### src/rtl/lsw_pkg.sv
package lsw_pkg;

  typedef enum logic [1:0] {
    VERD_NONE    = 2'd0,
    VERD_VALID   = 2'd1,
    VERD_EARLY   = 2'd2,
    VERD_TIMEOUT = 2'd3
  } verdict_e;

endpackage

### src/rtl/lsw_tx_gen.sv
module lsw_tx_gen #(
  parameter int unsigned PERIOD = 1000
) (
  input  logic clk_i,
  input  logic rst_ni,
  output logic tx_o
);

  localparam int unsigned TW = (PERIOD > 2) ? $clog2(PERIOD) : 1;
  localparam logic [TW-1:0] LAST = TW'(PERIOD - 1);

  logic [TW-1:0] cnt_q, cnt_d;
  logic          tx_q, tx_d;
  logic          wrap;

  assign wrap = (cnt_q == LAST);

  always_comb begin
    cnt_d = cnt_q + TW'(1);
    if (wrap) begin
      cnt_d = '0;
    end
    tx_d = wrap;
  end

  always_ff @(posedge clk_i or negedge rst_ni) begin
    if (!rst_ni) begin
      cnt_q <= '0;
      tx_q  <= 1'b0;
    end else begin
      cnt_q <= cnt_d;
      tx_q  <= tx_d;
    end
  end

  assign tx_o = tx_q;

  assert_tx_single_R1: assert property (@(posedge clk_i) disable iff (!rst_ni)
    tx_q |=> !tx_q);

endmodule

### src/rtl/lsw_rx_sync.sv
module lsw_rx_sync #(
  parameter int unsigned STAGES = 2
) (
  input  logic clk_i,
  input  logic rst_ni,
  input  logic line_i,
  output logic rise_o
);

  logic [STAGES-1:0] sh_q, sh_d;
  logic              prev_q, prev_d;

  generate
    if (STAGES == 1) begin : g_one
      assign sh_d = line_i;
    end else begin : g_many
      assign sh_d = {sh_q[STAGES-2:0], line_i};
    end
  endgenerate

  assign prev_d = sh_q[STAGES-1];

  always_ff @(posedge clk_i or negedge rst_ni) begin
    if (!rst_ni) begin
      sh_q   <= '0;
      prev_q <= 1'b0;
    end else begin
      sh_q   <= sh_d;
      prev_q <= prev_d;
    end
  end

  assign rise_o = sh_q[STAGES-1] & ~prev_q;

  assert_rise_single_R2: assert property (@(posedge clk_i) disable iff (!rst_ni)
    rise_o |=> !rise_o);

endmodule

### src/rtl/lsw_window.sv
module lsw_window
  import lsw_pkg::*;
#(
  parameter int unsigned CNT_W = 16
) (
  input  logic             clk_i,
  input  logic             rst_ni,
  input  logic             rise_i,
  input  logic [CNT_W-1:0] win_min_i,
  input  logic [CNT_W-1:0] win_max_i,
  output verdict_e         verdict_o
);

  localparam logic [CNT_W-1:0] ONE = CNT_W'(1);

  logic [CNT_W-1:0] cnt_q, cnt_d;
  logic             cnt_en;
  verdict_e         verdict;

  always_comb begin
    verdict = VERD_NONE;
    cnt_d   = cnt_q + ONE;
    if (rise_i) begin
      verdict = (cnt_q < win_min_i) ? VERD_EARLY : VERD_VALID;
      cnt_d   = ONE;
    end else if (cnt_q >= win_max_i) begin
      verdict = VERD_TIMEOUT;
      cnt_d   = ONE;
    end
  end

  assign cnt_en = 1'b1;

  always_ff @(posedge clk_i or negedge rst_ni) begin
    if (!rst_ni) begin
      cnt_q <= '0;
    end else if (cnt_en) begin
      cnt_q <= cnt_d;
    end
  end

  assign verdict_o = verdict;

  // A timed-out window restarts, so the count never runs past the upper bound.
  assert_window_bound_R5: assert property (@(posedge clk_i) disable iff (!rst_ni)
    cnt_q <= win_max_i);

  assert_restart_R4: assert property (@(posedge clk_i) disable iff (!rst_ni)
    (verdict != VERD_NONE) |=> (cnt_q == ONE));

endmodule

### src/rtl/lsw_err_track.sv
module lsw_err_track
  import lsw_pkg::*;
#(
  parameter int unsigned ERR_LIMIT = 2
) (
  input  logic     clk_i,
  input  logic     rst_ni,
  input  verdict_e verdict_i,
  input  logic     clr_i,
  output logic     evt_o,
  output logic     flag_o,
  output logic     link_o
);

  localparam int unsigned CW = $clog2(ERR_LIMIT + 1);
  localparam logic [CW-1:0] LIM     = CW'(ERR_LIMIT);
  localparam logic [CW-1:0] LIM_M1  = CW'(ERR_LIMIT - 1);

  logic [CW-1:0] run_q, run_d;
  logic          evt_q, evt_d;
  logic          flag_q, flag_d;
  logic          link_q, link_d;
  logic          is_err, is_ok;

  assign is_err = (verdict_i == VERD_EARLY) || (verdict_i == VERD_TIMEOUT);
  assign is_ok  = (verdict_i == VERD_VALID);

  always_comb begin
    run_d  = run_q;
    evt_d  = 1'b0;
    flag_d = flag_q;
    link_d = link_q;
    if (is_ok) begin
      run_d  = '0;
      link_d = 1'b1;
    end else if (is_err) begin
      link_d = 1'b0;
      if (run_q < LIM) begin
        run_d = run_q + CW'(1);
      end
      evt_d = (run_q == LIM_M1);
    end
    if (evt_d) begin
      flag_d = 1'b1;
    end else if (clr_i) begin
      flag_d = 1'b0;
    end
  end

  always_ff @(posedge clk_i or negedge rst_ni) begin
    if (!rst_ni) begin
      run_q  <= '0;
      evt_q  <= 1'b0;
      flag_q <= 1'b0;
      link_q <= 1'b0;
    end else begin
      run_q  <= run_d;
      evt_q  <= evt_d;
      flag_q <= flag_d;
      link_q <= link_d;
    end
  end

  assign evt_o  = evt_q;
  assign flag_o = flag_q;
  assign link_o = link_q;

  assert_evt_once_R6: assert property (@(posedge clk_i) disable iff (!rst_ni)
    evt_q |=> !evt_q);

  assert_evt_sets_flag_R8: assert property (@(posedge clk_i) disable iff (!rst_ni)
    evt_q |-> flag_q);

  assert_flag_sticky_R8: assert property (@(posedge clk_i) disable iff (!rst_ni)
    $fell(flag_q) |-> $past(clr_i));

  assert_link_drop_R9: assert property (@(posedge clk_i) disable iff (!rst_ni)
    is_err |=> !link_q);

  assert_run_reset_R7: assert property (@(posedge clk_i) disable iff (!rst_ni)
    is_ok |=> (run_q == '0) && !evt_q);

endmodule

### src/rtl/lifesign_watchdog.sv
module lifesign_watchdog
  import lsw_pkg::*;
#(
  parameter int unsigned CNT_W       = 16,
  parameter int unsigned TX_PERIOD   = 1000,
  parameter int unsigned SYNC_STAGES = 2,
  parameter int unsigned ERR_LIMIT   = 2
) (
  input  logic             clk_i,
  input  logic             rst_ni,
  input  logic             rx_lifesign_i,
  input  logic [CNT_W-1:0] win_min_i,
  input  logic [CNT_W-1:0] win_max_i,
  input  logic             loss_clr_i,
  output logic             tx_lifesign_o,
  output logic             loss_evt_o,
  output logic             loss_flag_o,
  output logic             link_ok_o
);

  logic     rx_rise;
  verdict_e verdict;

  lsw_tx_gen #(.PERIOD(TX_PERIOD)) u_tx (
    .clk_i  (clk_i),
    .rst_ni (rst_ni),
    .tx_o   (tx_lifesign_o)
  );

  lsw_rx_sync #(.STAGES(SYNC_STAGES)) u_sync (
    .clk_i  (clk_i),
    .rst_ni (rst_ni),
    .line_i (rx_lifesign_i),
    .rise_o (rx_rise)
  );

  lsw_window #(.CNT_W(CNT_W)) u_win (
    .clk_i     (clk_i),
    .rst_ni    (rst_ni),
    .rise_i    (rx_rise),
    .win_min_i (win_min_i),
    .win_max_i (win_max_i),
    .verdict_o (verdict)
  );

  lsw_err_track #(.ERR_LIMIT(ERR_LIMIT)) u_trk (
    .clk_i     (clk_i),
    .rst_ni    (rst_ni),
    .verdict_i (verdict),
    .clr_i     (loss_clr_i),
    .evt_o     (loss_evt_o),
    .flag_o    (loss_flag_o),
    .link_o    (link_ok_o)
  );

  assert_cfg_order_R3: assert property (@(posedge clk_i) disable iff (!rst_ni)
    (win_min_i <= win_max_i) && (win_min_i != '0));

endmodule

### config.mk
export PLATFORM = sky130hd
export DESIGN_NAME = lifesign_watchdog
export DESIGN_NICKNAME = d
export VERILOG_FILES = /design/src/rtl/lsw_pkg.sv /design/src/rtl/lsw_tx_gen.sv /design/src/rtl/lsw_rx_sync.sv /design/src/rtl/lsw_window.sv /design/src/rtl/lsw_err_track.sv /design/src/rtl/lifesign_watchdog.sv
export SDC_FILE = /design/constraint.sdc
export NUM_CORES = 1
export LEC_CHECK = 0
export ABC_AREA = 1
export CAP_MARGIN = 20
export CORE_MARGIN = 1
export CORE_UTILIZATION = 43
export CTS_CLUSTER_DIAMETER = 60
export CTS_CLUSTER_SIZE = 12
export DETAILED_ROUTE_END_ITERATION = 8
export PLACE_DENSITY = 0.7
export SLEW_MARGIN = 20
export SYNTH_ARGS = -nofsm -noshare
export SYNTH_HDL_FRONTEND = slang
export SYNTH_HIERARCHICAL = 1
export SYNTH_SLANG_ARGS = --single-unit
### constraint.sdc
create_clock -name clk_i -period 2.1 [get_ports clk_i]
set_clock_uncertainty 0.1 [all_clocks]
set_input_delay 0.63 -clock clk_i [delete_from_list [all_inputs] [get_ports clk_i]]
set_output_delay 0.63 -clock clk_i [all_outputs]
set_load 0.1 [all_outputs]
==> results.md, run 1 <==
* Sequential-to-total area share from yosys stat at 0.3493
* Post-synth top area share at 0.3493
* Die W at 78.36 um
* CTS Sinks at 35
* Syn Nets at 396
* Maximum vdd ir drop at 0.4462 mV
* Met3 usage at 0.03605
* Tot GR Track Use at 0.1875
* Synth area leader: dfrtp_1
* Unrepaired setup endpoints after global routing: yes
* Area contributors post-synth: dfrtp_1 (35%), ha_1 (17%), nand2_1 (11%)
* Final setup vio count at 0
* CTS Buf Count at 5
* Final hold viol count at 0
* Worst slew margin relative to its limit at 0.7081
* Share of cells above drive strength 1 at 0.2835
* Largest family of logic cells by synthesized area: simple AND/OR/NAND/NOR gates
* WP data required at 2.18 ns
* Met2 global-route usage at 0.3246
* Count leader, synth: nand2_1
* Post-Route Utilization at 0.6220
* Area Growth Syn to Fin at 38.27%
* Initial Util at 0.4498
* Ports at 40
* FFs w/ async S/R, synth at 1.000
* WL final at 5.434 mm
* Yosys cell types at 26
* Worst Path Max Fanout at 5
* Clock latency on the worst-skew pair at 0.28 ns
* FMAX at 478.2 MHz
* Maximum root-to-sink buffer count at 2
* #FFs+latches synth at 35
* Reg2reg start: u_win/cnt_q[11]
* # fillers at 479
* Vias in the first global route at 2065
* HP Class: reg2reg
* Power, Total at 1.850 mW
* Synth Area in XOR/XNOR at 0.03842
* M1 GR Usage at 0.2341
* GRT Residual Overflow at 0
* Core footprint at 0.005574 mm2
* Primary FF master, synth: dfrtp_1
* Largest net degree at the start of global routing at 36
* Gp weighted congestion at 0.8536
* Vias per cell at 4.742
* Syn_area_per_cell at 7.691 um2
* Initial antenna violation count at 0
* H-tree level count at 2
* Crit path launch: win_min_i[13]
* Post-synthesis compound-gate area fraction at 0.05090
* Post-synth top cells: nand2_1 (74), inv_1 (63), dfrtp_1 (35)
* Drt pass-1 iters at 4
* Row cnt at 27
* Status: finished, final reports clean
* Number of synthesized flops with an enable pin at 0
* Die area at 0.006140 mm2
* Synth Cell Area at 0.002507 mm2
* First-pass GRT wire length at 8.963 mm
* Crit start category: primary input
* Least-Margin Pin Slew at 0.4379 ns
* Clock root buffer: clkbuf_8
* Min Tclk post-route at 2.091 ns
* Slack of the critical path at 0.008670 ns
* Critical Path AT at 2.17 ns
* Worst slack, placed at -0.5595 ns
* Clk slew on worst S/H paths at 0.07 ns
* DR vias at 2148
* Number of port buffers at 39
* Synth Area in Simple Gates at 0.2849
* Drt wl/cell at 12.00 um
* CP Capture Type: flip-flop
* Fin. max-slew vios at 0
* Ys Warns at 6
* Antenna violation net count after detailed routing at 0
* Cells after Synth at 326
* Hpwl dp at 3.620 mm
* GR peak layer: met2
* Number of diodes at 0
* PD cells at 533.6 mW/mm2
* Die Ht at 78.36 um
* Maxcap violations at 0
* Hold path startpoint: u_sync/sh_q[0]
* Adder-Cell Fraction of Synth Area at 0.1697
* Pleak at 1.759 nW
* Setup CP Type: in2reg
* Tcrit/Tclk final at 0.9959
* CTS tree: built
* Nets@finish at 450
* Drt drc at 0
* DRT iter0 DRCs at 65
* Mux cell area share after synthesis at 0
==> what timing repair did <==
item                                    in CTS  in global routing
pin swaps                                   63                 22
hold buffers                                 0                  0
endpoints found under the setup margin      20                  5
setup buffers                                2                  0
resized for setup                           66                 26
==> worst paths after layout <==
kind | to | slack, ns | cells after the start
worst max register to register | u_trk/run_q[0] | 0.09 | 12
max in group asynchronous | u_win/cnt_q[13] | 0.93 | 2
worst max-delay path | u_trk/run_q[0] | 0.009 | 12
min in group asynchronous | u_tx/cnt_q[8] | 0.65 | 2
worst min register to register | u_sync/sh_q[1] | 0.27 | 0
worst min-delay path | u_sync/sh_q[1] | 0.27 | 0
==> through the flow <==
step / instances / setup TNS [ns] / hold slack [ns] / cell area, um2
2_1_floorplan: 326 / 0 / 0.2312 / 2507
6_report: 453 / 0 / 0.2651 / 3467
5_1_grt: 453 / -0.08183 / 0.2784 / 3467
3_3_place_gp: 443 / -10.46 / 0.2344 / 3069
3_5_place_dp: 443 / -10.33 / 0.2557 / 3069
4_1_cts: 453 / 0 / 0.2700 / 3347
==> state kept, by name (all words and copies together) (netlist names) <==
| name | count |
|---|---|
| u_trk/link_o | 1 |
| u_tx/cnt_q | 10 |
| u_trk/run_q | 2 |
| u_win/cnt_q | 16 |
| u_sync/sh_q | 2 |
| u_trk/evt_o | 1 |
| u_tx/tx_o | 1 |
| u_trk/flag_o | 1 |
| u_sync/prev_q | 1 |
==> routing by layer <==
| metal | up-vias | share of wire |
|---|---|---|
| li1 | 1113 | - |
| met1 | 989 | 0.45 |
| met2 | 40 | 0.50 |
| met3 | 6 | 0.037 |
| met4 | 0 | 0.013 |
| met5 | - | 0 |
==> logic make-up after synthesis <==
family                   after synthesis
XOR/XNOR                              11
AND/OR/NAND/NOR                      155
AO/OA/AOI/OAI                         22
flip-flops                            35
adder cells (fa/ha/maj)               34
buffers and inverters                 69
==> critical path, cell delays in order <==
cell and delay (ns):
clkdlybuf4s50_1 0.47, inv_2 0.05, ha_4 0.29, nand3_4 0.10
a31oi_4 0.18, nor2_2 0.07, nand2_4 0.09, nand2_4 0.08
inv_4 0.06, nand2_4 0.05, nand3_2 0.05, nand2_1 0.05
==> report_power, final <==
part           total (mW)  switching (mW)  internal [mW]
clock network       0.463           0.231          0.232
registers           0.817          0.0818          0.735
logic               0.570           0.312          0.258
total                1.85           0.625           1.23
==> final cells by class <==
class / instances / area (um2) / share of cell area
clock inverter: 2 / 12.51 / 0.003609
sequential: 35 / 875.8 / 0.2526
inverter: 68 / 259.0 / 0.07470
timing repair buffer: 48 / 479.2 / 0.1382
tap: 72 / 90.09 / 0.02598
clock buffer: 6 / 72.57 / 0.02093
multi-input combinational: 222 / 1678 / 0.4839
==> cells in the final DEF, fill, tap and decap left out, drive strengths merged, types with 3 or more instances in the layout <==
master and n:
buf 13, inv 67, o21ai 3, a21oi 13, dlygate4sd2 24, dfrtp 35, dlymetal6s2s 3, ha 34
xor2 9, nor3 4, nand4 3, nand2 81, nor2 48, clkdlybuf4s50 8, nand3 17, o21bai 4
clkbuf 6
No activity file was read; power rests on OpenSTA's default activity.
==> run 2, diff against run 1 <==
- CORE_MARGIN: 1 -> not set
==> results of run 2 <==
Final layout, timing and power as in run 1 (identical DEF).
